<file path="src/rtl/usd_pkg.sv">
package usd_pkg;

  typedef struct packed {
    logic startFull;
    logic startByte;
    logic secFull;
    logic secByte;
    logic cProt;
    logic cMore;
    logic cUnprot;
    logic cErase;
    logic cIdLong;
    logic cIdShort;
    logic cIdExit;
  } cmdMatchT;

  typedef struct packed {
    logic setProt;
    logic clrProt;
    logic idOn;
    logic idOff;
    logic erase;
    logic openWin;
    logic dataOk;
    logic done;
  } ctrlStrobeT;

  typedef enum logic [2:0] {
    S_IDLE,
    S_F1,
    S_F2,
    S_F3,
    S_F4,
    S_F5,
    S_B1,
    S_B2
  } seqStateT;

  localparam logic [7:0] B_UNLK1 = 8'hAA;
  localparam logic [7:0] B_UNLK2 = 8'h55;
  localparam logic [7:0] B_PROT  = 8'hA0;
  localparam logic [7:0] B_MORE  = 8'h80;
  localparam logic [7:0] B_UNPR  = 8'h20;
  localparam logic [7:0] B_ERASE = 8'h10;
  localparam logic [7:0] B_IDLNG = 8'h60;
  localparam logic [7:0] B_IDSHT = 8'h90;
  localparam logic [7:0] B_IDEXT = 8'hF0;

endpackage

</file>
<file path="src/rtl/usd_match.sv">
module usd_match
  import usd_pkg::*;
#(
  parameter int ADDR_W = 16,
  parameter int CMP_W  = 15,
  parameter int DATA_W = 16
) (
  input  logic [ADDR_W-1:0] addr,
  input  logic [DATA_W-1:0] data,
  output cmdMatchT          match
);

  localparam int REP = DATA_W / 8;
  localparam logic [ADDR_W-1:0] CMP_MASK = ADDR_W'({CMP_W{1'b1}});
  localparam logic [ADDR_W-1:0] A_ONE    = ADDR_W'(32'h5555) & CMP_MASK;
  localparam logic [ADDR_W-1:0] A_TWO    = ADDR_W'(32'h2AAA) & CMP_MASK;

  localparam int NCODE = 9;
  localparam logic [7:0] CODE_BYTES [NCODE] = '{
    B_UNLK1, B_UNLK2, B_PROT, B_MORE, B_UNPR, B_ERASE, B_IDLNG, B_IDSHT, B_IDEXT
  };

  logic [NCODE-1:0] fullHit;
  logic [NCODE-1:0] byteHit;
  logic             atOne;
  logic             atTwo;

  assign atOne = (addr & CMP_MASK) == A_ONE;
  assign atTwo = (addr & CMP_MASK) == A_TWO;

  for (genvar i = 0; i < NCODE; i++) begin : g_code
    assign fullHit[i] = data == {REP{CODE_BYTES[i]}};
    assign byteHit[i] = data == DATA_W'(CODE_BYTES[i]);
  end

  always_comb begin
    match           = '0;
    match.startFull = atOne && fullHit[0];
    match.startByte = atOne && byteHit[0];
    match.secFull   = atTwo && fullHit[1];
    match.secByte   = atTwo && byteHit[1];
    match.cProt     = atOne && fullHit[2];
    match.cMore     = atOne && fullHit[3];
    match.cUnprot   = atOne && fullHit[4];
    match.cErase    = atOne && fullHit[5];
    match.cIdLong   = atOne && fullHit[6];
    match.cIdShort  = atOne && byteHit[7];
    match.cIdExit   = atOne && byteHit[8];
  end

endmodule

</file>
<file path="src/rtl/usd_ctrl.sv">
module usd_ctrl
  import usd_pkg::*;
(
  input  logic       clk,
  input  logic       rstN,
  input  logic       wrValid,
  input  logic       busy,
  input  logic       winOpen,
  input  logic       protOn,
  input  cmdMatchT   match,
  output ctrlStrobeT strb
);

  seqStateT state;
  seqStateT nextState;
  logic     advance;

  always_comb begin
    nextState = state;
    strb      = '0;
    advance   = 1'b0;
    if (wrValid) begin
      if (winOpen) begin
        strb.dataOk = 1'b1;
      end else begin
        unique case (state)
          S_F1: if (match.secFull) begin
            nextState = S_F2;
            advance   = 1'b1;
          end
          S_F2: if (match.cProt) begin
            nextState    = S_IDLE;
            strb.setProt = 1'b1;
            strb.openWin = 1'b1;
            strb.done    = 1'b1;
            advance      = 1'b1;
          end else if (match.cMore) begin
            nextState = S_F3;
            advance   = 1'b1;
          end
          S_F3: if (match.startFull) begin
            nextState = S_F4;
            advance   = 1'b1;
          end
          S_F4: if (match.secFull) begin
            nextState = S_F5;
            advance   = 1'b1;
          end
          S_F5: if (match.cUnprot) begin
            nextState    = S_IDLE;
            strb.clrProt = 1'b1;
            strb.done    = 1'b1;
            advance      = 1'b1;
          end else if (match.cErase) begin
            nextState  = S_IDLE;
            strb.erase = 1'b1;
            strb.done  = 1'b1;
            advance    = 1'b1;
          end else if (match.cIdLong) begin
            nextState = S_IDLE;
            strb.idOn = 1'b1;
            strb.done = 1'b1;
            advance   = 1'b1;
          end
          S_B1: if (match.secByte) begin
            nextState = S_B2;
            advance   = 1'b1;
          end
          S_B2: if (match.cIdShort) begin
            nextState = S_IDLE;
            strb.idOn = 1'b1;
            strb.done = 1'b1;
            advance   = 1'b1;
          end else if (match.cIdExit) begin
            nextState  = S_IDLE;
            strb.idOff = 1'b1;
            strb.done  = 1'b1;
            advance    = 1'b1;
          end
          default: ;
        endcase
        if (!advance) begin
          if (!busy && match.startFull) begin
            nextState = S_F1;
          end else if (!busy && match.startByte) begin
            nextState = S_B1;
          end else begin
            nextState   = S_IDLE;
            strb.dataOk = !protOn && !busy;
          end
        end
      end
    end
  end

  always_ff @(posedge clk or negedge rstN) begin
    if (!rstN) state <= S_IDLE;
    else       state <= nextState;
  end

  // an idle write under busy leaves the decoder idle
  a_r10_busy_no_start: assert property (@(posedge clk) disable iff (!rstN)
    (state == S_IDLE && wrValid && busy && !winOpen) |=> state == S_IDLE);

  // at most one command action per cycle
  a_r9_one_action: assert property (@(posedge clk) disable iff (!rstN)
    $onehot0({strb.setProt, strb.clrProt, strb.idOn, strb.idOff, strb.erase}));

  // an open window suppresses all decoding
  a_r2_win_no_decode: assert property (@(posedge clk) disable iff (!rstN)
    (winOpen && wrValid) |=> state == S_IDLE);

endmodule

</file>
<file path="src/rtl/usd_dpath.sv">
module usd_dpath
  import usd_pkg::*;
#(
  parameter int              ADDR_W   = 16,
  parameter int              CMP_W    = 15,
  parameter int              DATA_W   = 16,
  parameter logic [DATA_W-1:0] MFR_CODE = 16'h00DA,
  parameter logic [DATA_W-1:0] DEV_CODE = 16'h004F
) (
  input  logic              clk,
  input  logic              rstN,
  input  logic              nvInitN,
  input  logic [ADDR_W-1:0] wrAddr,
  input  logic [DATA_W-1:0] wrData,
  input  logic              pageDone,
  input  logic [ADDR_W-1:0] rdAddr,
  input  ctrlStrobeT        strb,
  output cmdMatchT          match,
  output logic              protOn,
  output logic              winOpen,
  output logic              idMode,
  output logic              dataWrOk,
  output logic              eraseStart,
  output logic              cmdDone,
  output logic              idHit,
  output logic [DATA_W-1:0] idData
);

  usd_match #(
    .ADDR_W(ADDR_W),
    .CMP_W (CMP_W),
    .DATA_W(DATA_W)
  ) match_i (
    .addr (wrAddr),
    .data (wrData),
    .match(match)
  );

  // persistent flag: only its own initialisation sets it unconditionally
  always_ff @(posedge clk or negedge nvInitN) begin
    if (!nvInitN)                   protOn <= 1'b1;
    else if (rstN && strb.setProt)  protOn <= 1'b1;
    else if (rstN && strb.clrProt)  protOn <= 1'b0;
  end

  always_ff @(posedge clk or negedge rstN) begin
    if (!rstN) begin
      winOpen    <= 1'b0;
      idMode     <= 1'b0;
      dataWrOk   <= 1'b0;
      eraseStart <= 1'b0;
      cmdDone    <= 1'b0;
    end else begin
      if (strb.openWin)   winOpen <= 1'b1;
      else if (pageDone)  winOpen <= 1'b0;
      if (strb.idOn)      idMode  <= 1'b1;
      else if (strb.idOff) idMode <= 1'b0;
      dataWrOk   <= strb.dataOk;
      eraseStart <= strb.erase;
      cmdDone    <= strb.done;
    end
  end

  logic rdWord0;
  logic rdWord1;
  assign rdWord0 = rdAddr == ADDR_W'(0);
  assign rdWord1 = rdAddr == ADDR_W'(1);

  always_comb begin
    idHit  = idMode && (rdWord0 || rdWord1);
    idData = '0;
    if (idMode && rdWord0)      idData = MFR_CODE;
    else if (idMode && rdWord1) idData = DEV_CODE;
  end

  // the flag falls only after a clear command
  a_r11_prot_fall: assert property (@(posedge clk) disable iff (!rstN || !nvInitN)
    $fell(protOn) |-> $past(strb.clrProt));

  // page data only when unprotected or inside a window
  a_r3_data_gate: assert property (@(posedge clk) disable iff (!rstN || !nvInitN)
    dataWrOk |-> ($past(!protOn) || $past(winOpen)));

  // completion pulse lasts one cycle
  a_r9_done_single: assert property (@(posedge clk) disable iff (!rstN)
    cmdDone |=> !cmdDone);

  // erase start is always a completed command
  a_r5_erase_done: assert property (@(posedge clk) disable iff (!rstN)
    eraseStart |-> cmdDone);

  // window opens together with protection
  a_r2_win_prot: assert property (@(posedge clk) disable iff (!rstN || !nvInitN)
    $rose(winOpen) |-> protOn);

endmodule

</file>
<file path="src/rtl/unlock_seq_decoder.sv">
module unlock_seq_decoder
  import usd_pkg::*;
#(
  parameter int              ADDR_W   = 16,
  parameter int              CMP_W    = 15,
  parameter int              DATA_W   = 16,
  parameter logic [DATA_W-1:0] MFR_CODE = 16'h00DA,
  parameter logic [DATA_W-1:0] DEV_CODE = 16'h004F
) (
  input  logic              clk,
  input  logic              rstN,
  input  logic              nvInitN,
  input  logic              wrValid,
  input  logic [ADDR_W-1:0] wrAddr,
  input  logic [DATA_W-1:0] wrData,
  input  logic              busy,
  input  logic              pageDone,
  input  logic [ADDR_W-1:0] rdAddr,
  output logic              protectOn,
  output logic              pageWin,
  output logic              idMode,
  output logic              dataWrOk,
  output logic              eraseStart,
  output logic              cmdDone,
  output logic              idHit,
  output logic [DATA_W-1:0] idData
);

  cmdMatchT   match;
  ctrlStrobeT strb;

  usd_ctrl ctrl_i (
    .clk    (clk),
    .rstN   (rstN),
    .wrValid(wrValid),
    .busy   (busy),
    .winOpen(pageWin),
    .protOn (protectOn),
    .match  (match),
    .strb   (strb)
  );

  usd_dpath #(
    .ADDR_W  (ADDR_W),
    .CMP_W   (CMP_W),
    .DATA_W  (DATA_W),
    .MFR_CODE(MFR_CODE),
    .DEV_CODE(DEV_CODE)
  ) dpath_i (
    .clk       (clk),
    .rstN      (rstN),
    .nvInitN   (nvInitN),
    .wrAddr    (wrAddr),
    .wrData    (wrData),
    .pageDone  (pageDone),
    .rdAddr    (rdAddr),
    .strb      (strb),
    .match     (match),
    .protOn    (protectOn),
    .winOpen   (pageWin),
    .idMode    (idMode),
    .dataWrOk  (dataWrOk),
    .eraseStart(eraseStart),
    .cmdDone   (cmdDone),
    .idHit     (idHit),
    .idData    (idData)
  );

endmodule

</file>
<file path="config.mk">
export PLATFORM = sky130hd
export DESIGN_NAME = unlock_seq_decoder
export DESIGN_NICKNAME = d
export VERILOG_FILES = /design/src/rtl/usd_pkg.sv /design/src/rtl/usd_match.sv /design/src/rtl/usd_ctrl.sv /design/src/rtl/usd_dpath.sv /design/src/rtl/unlock_seq_decoder.sv
export SDC_FILE = /design/constraint.sdc
export NUM_CORES = 1
export LEC_CHECK = 0
export ABC_CLOCK_PERIOD_IN_PS = 3400
export BUFFER_PORTS_ARGS = -buffer_cell sky130_fd_sc_hd__buf_2
export CAP_MARGIN = 10
export CORE_MARGIN = 1
export CORE_UTILIZATION = 45
export CTS_CLUSTER_DIAMETER = 80
export DETAILED_ROUTE_END_ITERATION = 12
export PLACE_DENSITY = 0.82
export SYNTH_ARGS = -nofsm -noshare
export SYNTH_HDL_FRONTEND = slang
export SYNTH_SLANG_ARGS = --single-unit
</file>
<file path="constraint.sdc">
create_clock -name clk -period 3.4 [get_ports clk]
set_clock_uncertainty 0.15 [all_clocks]
set_input_delay 0.17 -clock clk [delete_from_list [all_inputs] [get_ports clk]]
set_output_delay 0.17 -clock clk [all_outputs]
set_load 0.005 [all_outputs]
</file>
==> results of run 1 <==
## how the worst min path moves through the flow
stage / startpoint / to / depth (start not counted)
after floorplan: rstN / ctrl_i.state[0] / 0
after global placement: rstN / dpath_i.eraseStart / 1
after detailed placement: rstN / dpath_i.eraseStart / 1
after CTS: wrValid / dpath_i.dataWrOk / 2
after global routing: wrValid / dpath_i.dataWrOk / 2
final: wrValid / dpath_i.dataWrOk / 2
## area by class of cell
class	count	area [um2]	area share, %
well taps	28	35.0	2.41
clock buffers	4	26.3	1.81
multi-input cells	114	786	54.0
repair buffers	69	360	24.8
flip-flops and latches	9	226	15.6
inverters	5	20.0	1.38
## per-stage QoR
stage          hold slack (ps)  utilization (%)
2_1_floorplan             -276                -
3_3_place_gp              -121             60.3
3_5_place_dp              -115             60.3
4_1_cts                   36.4             62.7
5_1_grt                   62.2             62.7
6_report                  44.0             62.7
## state kept, by name, summed over array words and instances, names as in the netlist
name	count
ctrl_i.state	3
dpath_i.cmdDone	1
dpath_i.eraseStart	1
dpath_i.protOn	1
dpath_i.winOpen	1
dpath_i.idMode	1
dpath_i.dataWrOk	1
## cells in the mapped netlist (2+ instances only)
cell and instances:
buf_2 2, o21ai_0 3, nor2b_1 3, or2_2 2
a21oi_1 8, o22ai_1 2, inv_1 4, nand2_1 6
a41oi_1 2, dfrtp_1 8, and4_1 3, and2_1 2
nor4_1 7, nor2_1 10, nand3_1 5, nand4bb_1 2
buf_4 13, nand4b_1 2, nand4_1 7, nor3_1 3
o21ai_1 2, nor3b_1 2, and4bb_2 3, nor4bb_1 7
nand2_2 2
## cells by family after synthesis
group / share of synthesized area, %
compound gates: 16.4
xor+xnor: 1.52
buf+inv: 14.9
flops: 19.6
other cells: 0.325
simple gates: 47.2
## routing by layer
| metal | global-route usage [%] | vias up | wire length (um) |
|---|---|---|---|
| met2 | 46.2 | 76 | 1610 |
| met4 | 12.7 | 0 | 58 |
| met3 | 2.32 | 10 | 196 |
| met5 | 0 | - | 0 |
| li1 | - | 649 | - |
| met1 | 28.2 | 618 | 1210 |
## what timing repair did
action | CTS | global route
setup endpoints to repair | 0 | 0
hold endpoints to repair | 10 | 0
hold buffers | 3 | 0
## report_power, final
part | switching (uW) | leakage (uW) | internal [uW]
clock | 33.7 | 0.0000150 | 45.0
sequential | 0.0000000816 | 0.000122 | 107
combinational | 37.3 | 0.000518 | 36.5
total | 71.0 | 0.000656 | 189
## cells in the final DEF, fill, tap and decap left out, drive strengths merged, types with 3 or more instances in the layout
master | synthesis | final
a21oi | 8 | 8
and4 | 3 | 3
and4bb | 3 | 3
buf | 17 | 66
clkbuf | 1 | 4
conb | 1 | 9
dfrtp | 8 | 8
dlygate4sd3 | 0 | 3
inv | 4 | 4
nand2 | 8 | 8
nand3 | 5 | 5
nand4 | 7 | 7
nand4bb | 3 | 3
nor2 | 10 | 10
nor2b | 3 | 3
nor3 | 3 | 3
nor4 | 9 | 9
nor4bb | 7 | 7
o21ai | 5 | 5
==> results_dict.tcl, run 1 <==
set metrics [dict create \
    reg2reg_setup_slack_ps 1550 \
    hold_class "input pin to register" \
    final.setup.tns_ps 0 \
    gp_congestion 0.873 \
    core_mm2 0.00232 \
    critPathMaxFanout 5 \
    path_clk_slew_ps 60 \
    yosysTopAreaCell "dfrtp_1" \
    synthTopCellsByArea "dfrtp_1 (17%), buf_4 (8.5%), nor4bb_1 (6.1%)" \
    cts_resized 0 \
    tritoncts "yes" \
    die_area_mm2 0.00277 \
    grt_setup_unrepaired "no" \
    p_per_area_mw_per_mm2 179 \
    setup_viol 0 \
    arrival_ps 1920 \
    worst-r2r-cell-count 4 \
    die_h_um 52.7 \
    path_delay_family "simple AND/OR/NAND/NOR gates" \
    synth_edf_count 0 \
    design_area_mm2 0.00145 \
    period_minus_slack_ps 1950 \
    clock_tree.buffer_depth 2 \
    clock_latency_ps 250 \
    place_ws_ps 1200 \
    fillers 226 \
    leakage_uw 0.000656 \
    endpoint "dpath_i.idMode" \
    max_cap_violations 0 \
    outcome "finished clean" \
    relSlewSlack_pct 54.3 \
    drt_iter0_drc 35 \
    synth_ff_type "dfrtp_1" \
    worst_slack_ps 1450 \
    grt_pass1_wl_um 5290 \
    synthCells 138 \
    drv_slew 0 \
    r2r_start "ctrl_i.state[1]" \
    critPathLaunch "wrAddr[5]" \
    place_inst 222 \
    cp.required_ps 3370 \
    cts_root_buffer "clkbuf_4" \
    yosysWarningCount 0 \
    slowest_delay_ps 640 \
    dr.pass1.iters 4 \
    grt_overflow_total 0 \
    fmax_mhz 513 \
    post_cts_buffers 0 \
    antenna_left 0 \
    drc_errors 0 \
    worst_r2r_endpoint "dpath_i.dataWrOk" \
    period_share_pct 57.4 \
    num_io_pins 77 \
    path_cells "buf_2 > nand4bb_1 > nor4_1 > nand2_1 > o41ai_1 > o31ai_1" \
    crit_cells 6 \
    hpwl_um 2590 \
    antennaDiodeCount 0 \
    yosysSeqAreaShare_pct 19.6 \
    ys_ff_latch 9 \
    port_buffers 66 \
    path_buf_inv 1 \
    wire_per_inst_um 13.4 \
    area_delta_synth_final_pct 25.9 \
    p_total_uw 260 \
    cp-end-kind "register" \
    start_util_pct 49.8 \
    cts_max_level 1 \
    final_nets 256 \
    cts_sinks 9 \
    hold_viol_final 0 \
    viasPerCell 5.91 \
    numCtsBuffers 3 \
    die_w_um 52.7 \
    drive_gt1_share_pct 42.3 \
    vdd_drop_max_uv 132 \
    grt_pass1_vias 1284 \
    synth-async-reset-ratio_pct 100 \
    vias 1353 \
    placed_cell_area_mm2 0.00140 \
    crit_type "input pin to register" \
    worst_slew_pin_slew_ps 679 \
    grt_usage_pct 25.2 \
    ys_types 53 \
    critPathSlowestCell "nor4_1" \
    rows 17 \
    startpoint_type "input pin" \
    syn_area_per_cell_um2 8.37 \
    synth_top_area_share_pct 17.3 \
    wl_um 3070 \
    grt_max_degree 13 \
    synth_area_mm2 0.00115 \
    antenna_found_initial 0 \
    stdcell_count 229 \
]
Note: power is estimated with default switching activity, not from simulation.
==> run 2, diff against run 1 <==
- ABC_CLOCK_PERIOD_IN_PS: 3400 -> 1950
- CORE_UTILIZATION: 45 -> 42
- PLACE_DENSITY: 0.82 -> 0.77
- clock period: 3.4 -> 1.95 ns (I/O delays scaled with it)
==> results_dict.tcl, run 2 (synthesis gave the netlist of run 1 again) <==
set metrics [dict create \
    outcome "finished clean" \
    drive_gt1_share_pct 44.0 \
    num_io_pins 77 \
    worst-r2r-cell-count 6 \
    dr.pass1.iters 4 \
    fmax_mhz 559 \
    drv_slew 0 \
    path_cells "nor4_1 > nand4_1 > nor3b_1 > o21ai_0 > o311a_4 > a22o_1" \
    stdcell_count 237 \
    die_area_mm2 0.00296 \
    grt_pass1_wl_um 5230 \
    core_mm2 0.00254 \
    wire_per_inst_um 13.1 \
    cts_max_level 1 \
    antenna_left 0 \
    max_cap_violations 0 \
    vdd_drop_max_uv 366 \
    grt_overflow_total 0 \
    cp.required_ps 1940 \
    port_buffers 66 \
    die_w_um 54.4 \
    layout_common_cells "buf_2 (66), nor2_1 (10), conb_1 (9)" \
    critPathSlowestCell "dfrtp_1" \
    drt_iter0_drc 20 \
    hold_viol_final 0 \
    crit_cells 6 \
    viasPerCell 5.69 \
    largest_reg_flops 3 \
    r2r_start "ctrl_i.state[1]" \
    fin_hold_ws_ps 70.2 \
    worst_r2r_endpoint "dpath_i.dataWrOk" \
    die_h_um 54.4 \
    cts_sinks 9 \
    utilization_pct 59.3 \
    leakage_uw 0.000687 \
    path_clk_slew_ps 50 \
    final_common_cell "buf_2" \
    endpoint "dpath_i.dataWrOk" \
    critPathMaxFanout 7 \
    grt_setup_unrepaired "no" \
    arrival_ps 1780 \
    grt_usage_pct 23.8 \
    p_per_area_mw_per_mm2 302 \
    slowest_delay_ps 460 \
    final_nets 262 \
    grt_pass1_vias 1280 \
    antennaDiodeCount 0 \
    rows 18 \
    crit_type "register to register" \
    path_buf_inv 0 \
    final.setup.tns_ps 0 \
    reg2reg_setup_slack_ps 160 \
    place_inst 229 \
    drc_errors 0 \
    clock_latency_ps 250 \
    period_minus_slack_ps 1790 \
    critPathLaunch "ctrl_i.state[1]" \
    hold_class "input pin to asynchronous set/reset pin" \
    numCtsBuffers 3 \
    path_delay_family "simple AND/OR/NAND/NOR gates" \
    period_share_pct 91.8 \
    grt_max_degree 11 \
    cts_root_buffer "clkbuf_4" \
    regMostFlops "ctrl_i.state" \
    tritoncts "yes" \
    cp-end-kind "register" \
    wl_um 3100 \
    start_util_pct 45.4 \
    area_delta_synth_final_pct 30.8 \
    hpwl_um 2600 \
    antenna_found_initial 0 \
    startpoint_type "register" \
    vias 1348 \
    setup_viol 0 \
    clock_tree.buffer_depth 2 \
    p_total_uw 456 \
    gp_congestion 0.855 \
]
[run 2: cell count changes in the layout (fill, tap and decap cells not counted)]
cell,previous run,this run
dlygate4sd3_1,3,4
nor4b_1,1,0
nor4b_2,0,1
buf_4,0,5
[run 2: layout make-up]
class                      instances  area, um2
fill                             255       1030
multi-input combinational        114        792
timing repair buffer              75        408
sequential                         9        226
tap                               30       37.5
clock buffer                       4       26.3
inverter                           5       20.0
[run 2: how the worst min path moves through the flow]
stage | from | endpoint | slack (ps) | depth (start not counted)
4_1_cts | rstN | dpath_i.cmdDone | 60 | 2
3_3_place_gp | rstN | dpath_i.eraseStart | -200 | 1
2_1_floorplan | rstN | ctrl_i.state[0] | -350 | 0
5_1_grt | busy | dpath_i.dataWrOk | 90 | 3
6_report | rstN | dpath_i.cmdDone | 70 | 2
3_5_place_dp | rstN | dpath_i.idMode | -190 | 1
[run 2: repair_timing]
action                                  CTS  global route
endpoints found under the hold margin    11             0
setup buffers                             0             0
resized for setup                         0             1
endpoints found under the setup margin    0             2
hold buffers                              4             0
[run 2: metal layers]
metal	vias to the layer above	global-route usage, %	share of wire, %
met5	-	0	0
met4	0	7.69	1.9
met3	8	2.22	5.8
met2	68	45.9	52
met1	619	26.8	41
li1	653	-	-
[run 2: power breakdown]
part / internal, uW / total [uW] / switching, uW / leakage (uW)
sequential: 187 / 187 / 0.0000000977 / 0.000122
clock: 78.3 / 135 / 57.0 / 0.0000150
combinational: 67.0 / 133 / 66.3 / 0.000549
total: 332 / 456 / 123 / 0.000687
[run 2: through the flow]
stage	setup WS, ps	area, um2
detailed placement	45.5	1440
global placement	59.1	1440
global route	40.0	1510
CTS	138	1500
finish	160	1510
floorplan	230	1180
[run 2: worst reg2reg max path, stage by stage, from the launching register on]
cell	delay [ps]
dfrtp_1	460
nor4_1	220
nand4_1	170
nor3b_1	180
o21ai_0	130
o311a_4	160
a22o_1	200
==> run 3, diff against run 2 <==
- ABC_CLOCK_PERIOD_IN_PS: 1950 -> 1700
- clock period: 1.95 -> 1.7 ns (I/O delays scaled with it)
==> results_dict.tcl, run 3 (synthesis gave the netlist of run 1 again) <==
set metrics [dict create \
    wl_um 3750 \
    hold_viol_final 0 \
    start_util_pct 45.4 \
    r2r_start "ctrl_i.state[1]" \
    cp.required_ps 1700 \
    slowest_delay_ps 460 \
    wire_per_inst_um 14.4 \
    grt_pass1_vias 1349 \
    die_w_um 54.4 \
    clock_latency_ps 260 \
    area_delta_synth_final_pct 51.8 \
    vdd_drop_max_uv 327 \
    cts_sinks 9 \
    vias 1466 \
    cts_root_buffer "clkbuf_4" \
    gp_congestion 0.934 \
    worst_slew_pin_slew_ps 485 \
    tritoncts "yes" \
    numCtsBuffers 3 \
    largest_reg_flops 3 \
    design_area_mm2 0.00175 \
    critPathSlowestCell "dfrtp_2" \
    dr.pass1.iters 4 \
    relSlewSlack_pct 67.2 \
    drive_gt1_share_pct 53.7 \
    antennaDiodeCount 0 \
    grt_setup_unrepaired "yes" \
    startpoint_type "register" \
    path_delay_family "compound AO/OA/AOI/OAI gates" \
    drc_errors 0 \
    path_cells "buf_4 > nor3_4 > a21oi_2 > o311a_4 > a22o_1" \
    place_ws_ps -215 \
    max_cap_violations 0 \
    grt_pass1_wl_um 5800 \
    cts_max_level 1 \
    port_buffers 66 \
    final_nets 286 \
    die_h_um 54.4 \
    grt_usage_pct 27.2 \
    critPathMaxFanout 7 \
    final_common_cell "buf_2" \
    num_io_pins 77 \
    hpwl_um 3050 \
    path_clk_slew_ps 60 \
    clock_tree.buffer_depth 2 \
    viasPerCell 5.62 \
    hold_class "input pin to register" \
    antenna_found_initial 0 \
    leakage_uw 0.000818 \
    crit_type "register to register" \
    critPathLaunch "ctrl_i.state[1]" \
    rows 18 \
    period_share_pct 101 \
    worst_slack_ps -15.5 \
    arrival_ps 1720 \
    cp-end-kind "register" \
    violations "setup timing" \
    regMostFlops "ctrl_i.state" \
    antenna_left 0 \
    grt_max_degree 11 \
    drv_slew 0 \
    period_minus_slack_ps 1720 \
    setup_viol 1 \
    min_from "wrData[5]" \
    fmax_mhz 583 \
    outcome "finished with violations" \
    placed_cell_area_mm2 0.00159 \
    layout_common_cells "buf_2 (66), buf_4 (29), nor2_1 (10)" \
    p_per_area_mw_per_mm2 322 \
    die_area_mm2 0.00296 \
    core_mm2 0.00254 \
    utilization_pct 68.9 \
    drt_iter0_drc 54 \
    grt_overflow_total 0 \
    path_buf_inv 1 \
]
[run 3: cell count changes in the layout (fill, tap and decap cells not counted), sizes merged]
cell  change
buf      +24
[run 3: worst register-to-register path: stages, from the launching register on]
cell and delay [ps]:
dfrtp_2 460, buf_4 170, nor3_4 140, a21oi_2 100, o311a_4 390, a22o_1 200
[run 3: final cells by class]
class / count / area, um2
Clock buffer: 4 / 26.3
Multi-Input combinational cell: 114 / 853
Sequential cell: 9 / 228
Fill cell: 213 / 792
Timing Repair Buffer: 99 / 588
Inverter: 5 / 20.0
Tap cell: 30 / 37.5
[run 3: repair_timing]
action | 4_1_cts | 5_1_grt
gates cloned | 0 | 0
hold endpoints to repair | 11 | 0
hold buffers | 4 | 0
pin swaps | 0 | 3
resized for setup | 6 | 8
endpoints found under the setup margin | 8 | 10
buffers inserted | 3 | 1
[run 3: worst paths after layout]
path | slack, ps | end | depth (start not counted)
setup / recovery | -20 | dpath_i.dataWrOk | 5
hold / removal | 60 | dpath_i.idMode | 4
setup reg to reg | -20 | dpath_i.dataWrOk | 5
hold reg to reg | 340 | dpath_i.protOn | 2
max in group asynchronous | 1130 | ctrl_i.state[1] | 2
min in group asynchronous | 70 | ctrl_i.state[2] | 2
[run 3: layer usage]
metal	up-vias	share of wire (%)	GRT usage [%]	wire, um
met2	86	54	54.5	2040
li1	700	-	-	-
met5	-	0	0	0
met1	672	37	28.0	1400
met4	0	1.8	7.69	68
met3	8	6.4	4.72	240
[run 3: power breakdown]
group / total, uW / switching (uW) / internal (uW)
Combinational: 186 / 89.1 / 97.1
Clock: 164 / 73.3 / 90.4
Sequential: 214 / 0.0000000744 / 214
Total: 564 / 162 / 402
[run 3: through the flow]
step                cells  total power [uW]  setup TNS (ps)  hold slack [ps]
global route          261               606            -117             46.0
global placement      249               379            -526             -205
floorplan             146               283               0             -361
CTS                   260               563               0             48.5
detailed placement    249               388            -917             -199
finish                261               564           -15.5             64.0
